File: src/rtl/cell_rotor.sv
module cell_rotor #(
  parameter int N      = 4,
  parameter int DIVIDE = 3,
  localparam int IW    = (N > 1) ? $clog2(N) : 1,
  localparam int PW    = (DIVIDE > 1) ? $clog2(DIVIDE) : 1
) (
  input  logic          clk,
  input  logic          rst_n,
  input  logic          step_en_i,
  input  logic          vgate_valid_i,
  input  logic [N-1:0]  vgate_i,
  output logic [N-1:0]  rgate_o,
  output logic [IW-1:0] idx_o
);

  logic          strobe;
  logic [IW-1:0] idx_q;
  logic [N-1:0]  rgate_q;
  logic [N-1:0]  mapped;

  generate
    if (DIVIDE > 1) begin : g_div
      logic [PW-1:0] pcnt_q;
      assign strobe = step_en_i && (pcnt_q == PW'(DIVIDE - 1));
      always_ff @(posedge clk or negedge rst_n)
        if (!rst_n)         pcnt_q <= '0;
        else if (step_en_i) pcnt_q <= strobe ? '0 : pcnt_q + 1'b1;
    end else begin : g_nodiv
      assign strobe = step_en_i;
    end
  endgenerate

  always_ff @(posedge clk or negedge rst_n)
    if (!rst_n)      idx_q <= '0;
    else if (strobe) idx_q <= (idx_q == IW'(N - 1)) ? '0 : idx_q + 1'b1;

  always_comb
    for (int k = 0; k < N; k++) begin
      int s;
      s = k + int'(idx_q);
      if (s >= N) s = s - N;
      mapped[k] = vgate_i[s];
    end

  always_ff @(posedge clk or negedge rst_n)
    if (!rst_n)             rgate_q <= '0;
    else if (vgate_valid_i) rgate_q <= mapped;

  assign rgate_o = rgate_q;
  assign idx_o   = idx_q;

  logic live_q;
  always_ff @(posedge clk or negedge rst_n)
    if (!rst_n) live_q <= 1'b0;
    else        live_q <= 1'b1;

  a_r1_reset_idle: assert property (@(posedge clk)
    !rst_n |-> (idx_o == '0 && rgate_o == '0));

  a_r2_ones_kept: assert property (@(posedge clk) disable iff (!rst_n)
    live_q && $past(vgate_valid_i) |-> $countones(rgate_o) == $countones($past(vgate_i)));

  a_r3_hold: assert property (@(posedge clk) disable iff (!rst_n)
    live_q && !$past(vgate_valid_i) |-> $stable(rgate_o));

  a_r4_step_by_one: assert property (@(posedge clk) disable iff (!rst_n)
    live_q && !$stable(idx_o) |->
      int'(idx_o) == ((int'($past(idx_o)) == N - 1) ? 0 : int'($past(idx_o)) + 1));

  a_r4_in_range: assert property (@(posedge clk) disable iff (!rst_n)
    int'(idx_o) < N);

  a_r5_frozen: assert property (@(posedge clk) disable iff (!rst_n)
    live_q && !$past(step_en_i) |-> $stable(idx_o));

endmodule

File: config.mk
export PLATFORM = sky130hd
export DESIGN_NAME = cell_rotor
export DESIGN_NICKNAME = d
export VERILOG_FILES = /design/src/rtl/cell_rotor.sv
export SDC_FILE = /design/constraint.sdc
export NUM_CORES = 1
export LEC_CHECK = 0
export ABC_AREA = 1
export BUFFER_PORTS_ARGS = -buffer_cell sky130_fd_sc_hd__buf_2
export CELL_PAD_IN_SITES_DETAIL_PLACEMENT = 1
export CELL_PAD_IN_SITES_GLOBAL_PLACEMENT = 1
export CORE_MARGIN = 10
export CORE_UTILIZATION = 30
export CTS_CLUSTER_DIAMETER = 40
export DETAILED_ROUTE_END_ITERATION = 16
export PLACE_DENSITY = 0.7
export SLEW_MARGIN = 10
export SYNTH_ARGS = -nofsm -noshare
export SYNTH_HDL_FRONTEND = slang
export SYNTH_SLANG_ARGS = --single-unit
File: constraint.sdc
create_clock -name clk -period 1.4 [get_ports clk]
set_input_delay 0.07 -clock clk [delete_from_list [all_inputs] [get_ports clk]]
set_output_delay 0.07 -clock clk [all_outputs]
set_load 0.1 [all_outputs]
==> results of run 1 <==
-- registers in the layout, summed over array words and instances (netlist names) --
register      cells
rgate_o           4
g_div.pcnt_q      2
idx_o             2
-- worst max-delay path, stage by stage (launching register included) --
cell     delay [ns]
dfrtp_4        0.52
ha_1           0.36
inv_1          0.09
nand3_1        0.08
nand3_1        0.08
nand2_1        0.05
-- routing by layer --
metal / up-vias / wire, µm / global-route usage / part of all wire
met5: - / 0 / 0 / 0
li1: 209 / - / - / -
met1: 194 / 438 / 0.08460 / 0.40
met2: 10 / 570 / 0.1317 / 0.52
met3: 2 / 61 / 0.02697 / 0.056
met4: 0 / 17 / 0.04124 / 0.016
-- cell families (layout without fill, tap and decap cells) --
group	count (synthesis)	after routing
and+or+nand+nor	34	34
DFF	8	8
AOI/OAI and AO/OA	5	5
buffers and inverters	5	23
adders and majority gates	1	1
-- stage by stage --
step                hold WS [ns]  cell area (µm²)  setup slack [ns]    util  std cells
finish                   0.03035            528.0            0.1329  0.4109         86
global route             0.06123            528.0           0.03044  0.4109         86
CTS                      0.02565            528.0            0.1207  0.4109         86
detailed placement      -0.06948            491.7            0.1366  0.3827         81
global placement        -0.07602            491.7            0.1477  0.3827         81
floorplan                -0.2256            407.9           0.02417       -         53
-- cells in the final DEF, fill, tap and decap left out, drive strengths merged --
cell	n
a21oi	2
buf	13
clkbuf	4
dfrtp	8
dlygate4sd3	1
ha	1
inv	5
nand2	19
nand3	13
nor2	2
o21ai	3
-- final cells by class --
cell class	instances	area (µm²)
flip-flops and latches	8	207.7
inverters	5	18.77
clock buffers	4	26.28
repair buffers	14	75.07
multi-input cells	40	181.4
fillers	172	757.0
well taps	15	18.77
-- final timing paths --
path	to	slack (ns)	cells past startpoint
worst max register to register	rgate_o[1]	0.13	5
min in group asynchronous	rgate_o[1]	0.18	2
max in group asynchronous	idx_o[0]	1.03	2
worst max-delay path	rgate_o[1]	0.13	5
worst min-delay path	g_div.pcnt_q[0]	0.03	2
worst min register to register	rgate_o[2]	0.48	2
-- timing repair --
item                       4_1_cts  5_1_grt
hold endpoints to repair         8        0
hold buffers                     1        0
setup endpoints to repair        0        0
==> reports/metrics.yaml, run 1 <==
run_status:
  status: "finished clean"
floorplan:
  num_rows: 13
  io_pins: 14
  die-area_um2: 3196
  initial_core_util: 0.3116
  fp.coreArea_um2: 1285
  die_h_um: 56.53
  die_w_um: 56.53
sta:
  clock_skew_ns: 0.008944
  worst_pin_slew_ns: 0.5005
  finalSetupViolCount: 0
  maxSlewViolCount: 0
  max-slew-margin-rel: 0.6686
  setup_tns_ns: 0
  rsz0062_at_grt: "no"
  finalCritPeriodShare: 0.9050
  layout_min_cycle_time_ns: 1.267
  max_freq_mhz: 789.2
  finalHoldViolCount: 0
grt:
  grt_pass1_wl_um: 2056
  grt_pass1_vias: 478
  grt_usage: 0.07876
  grt_remaining_overflow: 0
  grt_antenna_before_repair: 0
  grt_max_degree: 9
synth:
  synthMuxAreaShare: 0
  synth_xor_area_frac: 0
  netlist_area_um2: 400.4
  yosys.area.top_type_share: 0.5000
  synth_top_area_cell: "dfrtp_1"
  syn_nets: 62
  yosysSeqAreaShare: 0.5000
  avgSynthCellArea_um2: 7.554
  yosys_warnings: 0
  synth_top_family_by_area: "simple AND/OR/NAND/NOR gates"
  async_reset_ff_frac: 1.000
  synth_edf_count: 0
  synth.most_common_cell: "nand2_1"
  ys_types: 9
  synth_cells: 53
  synth_seq_cells: 8
  synth_compound_area_frac: 0.06250
  ys.flop_type: "dfrtp_1"
  yosys.area_share.simple: 0.3594
  synth_common_cells: "nand2_1 (19), nand3_1 (13), dfrtp_1 (8)"
  synthTopCellsByArea: "dfrtp_1 (50%), nand2_1 (18%), nand3_1 (16%)"
  synth_fa_ha_area_frac: 0.03125
clocking:
  clk_pin_slew_ns: 0.07
  numClockSinks: 8
  cts_tree: "done"
  cts.repair.resized: 0
  cts_root_buf: "clkbuf_4"
  worstSkewPairLatency_ns: 0.27
  cts_buffers: 3
  cts_max_level: 1
  ctsLongestPathBuffers: 2
  cts_setup_buffers: 0
final_layout:
  nets: 81
  syn_to_final_growth_pct: 31.87
  diodes: 0
  drive_gt1_frac: 0.2676
worst_setup_path:
  reg2reg_from: "idx_o[0]"
  cp-end-kind: "flip-flop"
  crit_start: "idx_o[0]"
  crit_type: "flip-flop to flip-flop"
  cp.arrival_ns: 1.43
  cp-start-kind: "flip-flop"
  cp_max_fo: 8
  crit_required_ns: 1.56
detailed_routing:
  dr_total_vias: 415
  wl_per_cell_um: 12.64
  first_pass_iters: 3
  final_antenna_net_count: 0
  drt_wl_total_um: 1087
  drcViolationCount: 0
  drtIter0Drc: 2
  via_per_inst: 4.826
placement:
  dpl.hpwl_um: 889.4
  place.gp.congestion: 0.8167
  port_buffers: 13
worst_hold_path:
  worstHoldStart: "step_en_i"
  hold_path.class: "input port to flip-flop"
flow_run:
  maxCapViolations: 0
Power of run 1 is not shown: default switching activity piles up to over one toggle a cycle in this logic, so the estimate is an artifact.
==> run 2, diff against run 1 <==
--- a/config.mk
+++ b/config.mk
@@ -13,7 +13,7 @@
 export CORE_UTILIZATION = 30
 export CTS_CLUSTER_DIAMETER = 40
 export DETAILED_ROUTE_END_ITERATION = 16
-export PLACE_DENSITY = 0.7
+export PLACE_DENSITY = 0.74
 export SLEW_MARGIN = 10
 export SYNTH_ARGS = -nofsm -noshare
 export SYNTH_HDL_FRONTEND = slang
==> reports/metrics.yaml, run 2 (synthesis results as in run 1) <==
floorplan:
  io_pins: 14
  num_rows: 13
  initial_core_util: 0.3116
  fp.coreArea_um2: 1285
  die-area_um2: 3196
  die_w_um: 56.53
  die_h_um: 56.53
final_layout:
  syn_to_final_growth_pct: 30.94
  drive_gt1_frac: 0.2714
  stdcell_count: 85
  fillers: 162
  diodes: 0
  final_common_cell: "nand2_1"
  nets: 81
  largest_reg_flops: 4
  layout_common_cells: "nand2_1 (19), nand3_1 (13), buf_2 (13)"
grt:
  grt_pass1_wl_um: 2049
  grt_usage: 0.08138
  grt_remaining_overflow: 0
  grt_max_degree: 9
  busiest_layer: "met2"
  grt.met2_usage: 0.1176
  grt_pass1_vias: 457
  grt_use_met1: 0.08942
  grt_use_met3: 0.05843
  grt_antenna_before_repair: 0
worst_setup_path:
  cp-end-kind: "flip-flop"
  crit_required_ns: 1.55
  crit_chain: "ha_1, inv_1, nand3_1, nand3_1, nand2_1"
  reg2reg_from: "idx_o[0]"
  r2r_end: "rgate_o[3]"
  cp.arrival_ns: 1.44
  cp_max_fo: 8
  r2r_slack_ns: 0.12
  crit_type: "flip-flop to flip-flop"
  slowest_stage: "dfrtp_4"
  cp_slowest_stage_delay_ns: 0.51
  r2r.worst_path.cells: 5
  critPathMostFrequentCell: "nand3_1"
  cp-start-kind: "flip-flop"
worst_hold_path:
  hold_path.class: "input port to flip-flop"
  worstHoldStart: "step_en_i"
  hold_end: "g_div.pcnt_q[0]"
  whs_path_depth: 2
detailed_routing:
  wl_per_cell_um: 14.11
  drcViolationCount: 0
  via_per_inst: 4.988
  final_antenna_net_count: 0
  first_pass_iters: 2
  drt_wl_total_um: 1199
  dr_total_vias: 424
  drtIter0Drc: 8
placement:
  pre_cts_ws_ns: 0.1172
  place.gp.congestion: 0.7850
  dpl.hpwl_um: 939.3
  port_buffers: 13
  placed_cells: 81
sta:
  max-slew-margin-rel: 0.6752
  setup_tns_ns: 0
  max_freq_mhz: 778.2
  rsz0062_at_grt: "no"
  maxSlewViolCount: 0
  finalHoldViolCount: 0
  finalSetupViolCount: 0
  layout_min_cycle_time_ns: 1.285
  finalWorstSetupSlack_ns: 0.1150
  clock_skew_ns: 0.008179
  worst_pin_slew_ns: 0.4905
  finalCritPeriodShare: 0.9178
clocking:
  cts_tree: "done"
  cts-hold-fix-buffers: 1
  numClockSinks: 8
  ctsLongestPathBuffers: 2
  cts_setup_buffers: 0
  cts_root_buf: "clkbuf_4"
  worstSkewPairLatency_ns: 0.26
  cts.repair.resized: 0
  cts_buffers: 3
  cts_max_level: 1
  clk_pin_slew_ns: 0.06
flow_run:
  maxCapViolations: 0
run_status:
  status: "finished clean"
==> run 2: worst max-delay path by stage <==
stage	start	end	slack [ns]	cells past startpoint
global placement	idx_o[0]	rgate_o[3]	0.16	5
finish	idx_o[0]	rgate_o[3]	0.12	5
floorplan	idx_o[0]	rgate_o[1]	0.02	5
detailed placement	idx_o[0]	rgate_o[3]	0.12	5
CTS	idx_o[0]	rgate_o[3]	0.11	5
global route	idx_o[0]	rgate_o[1]	0.04	5
==> run 2: through the flow <==
| step | hold WS (ns) | util | instance area, µm² |
|---|---|---|---|
| 2_1_floorplan | -0.2256 | - | 407.9 |
| 3_3_place_gp | -0.07597 | 0.3827 | 491.7 |
| 3_5_place_dp | -0.07062 | 0.3827 | 491.7 |
| 4_1_cts | 0.03513 | 0.4080 | 524.3 |
| 5_1_grt | 0.06821 | 0.4080 | 524.3 |
| 6_report | 0.04372 | 0.4080 | 524.3 |
==> run 2: critical path: cells and delay by family, from the launching register on <==
family | cells | cell delay (ns)
fa+ha+maj | 1 | 0.36
buf+inv | 1 | 0.09
flops | 1 | 0.51
simple gates | 3 | 0.22
==> run 2: layout make-up <==
class                      instances  area (µm²)  area share
sequential                         8       207.7      0.3962
clock buffer                       3       22.52     0.04296
tap                               15       18.77     0.03580
inverter                           5       18.77     0.03580
multi-input combinational         40       181.4      0.3461
timing repair buffer              14       75.07      0.1432
==> run 2: metal layers <==
metal	routed length, µm	vias to the layer above
met1	525	194
met5	0	-
met2	533	18
met4	11	0
li1	-	208
met3	129	4
Power of run 2 is left out for the same reason.
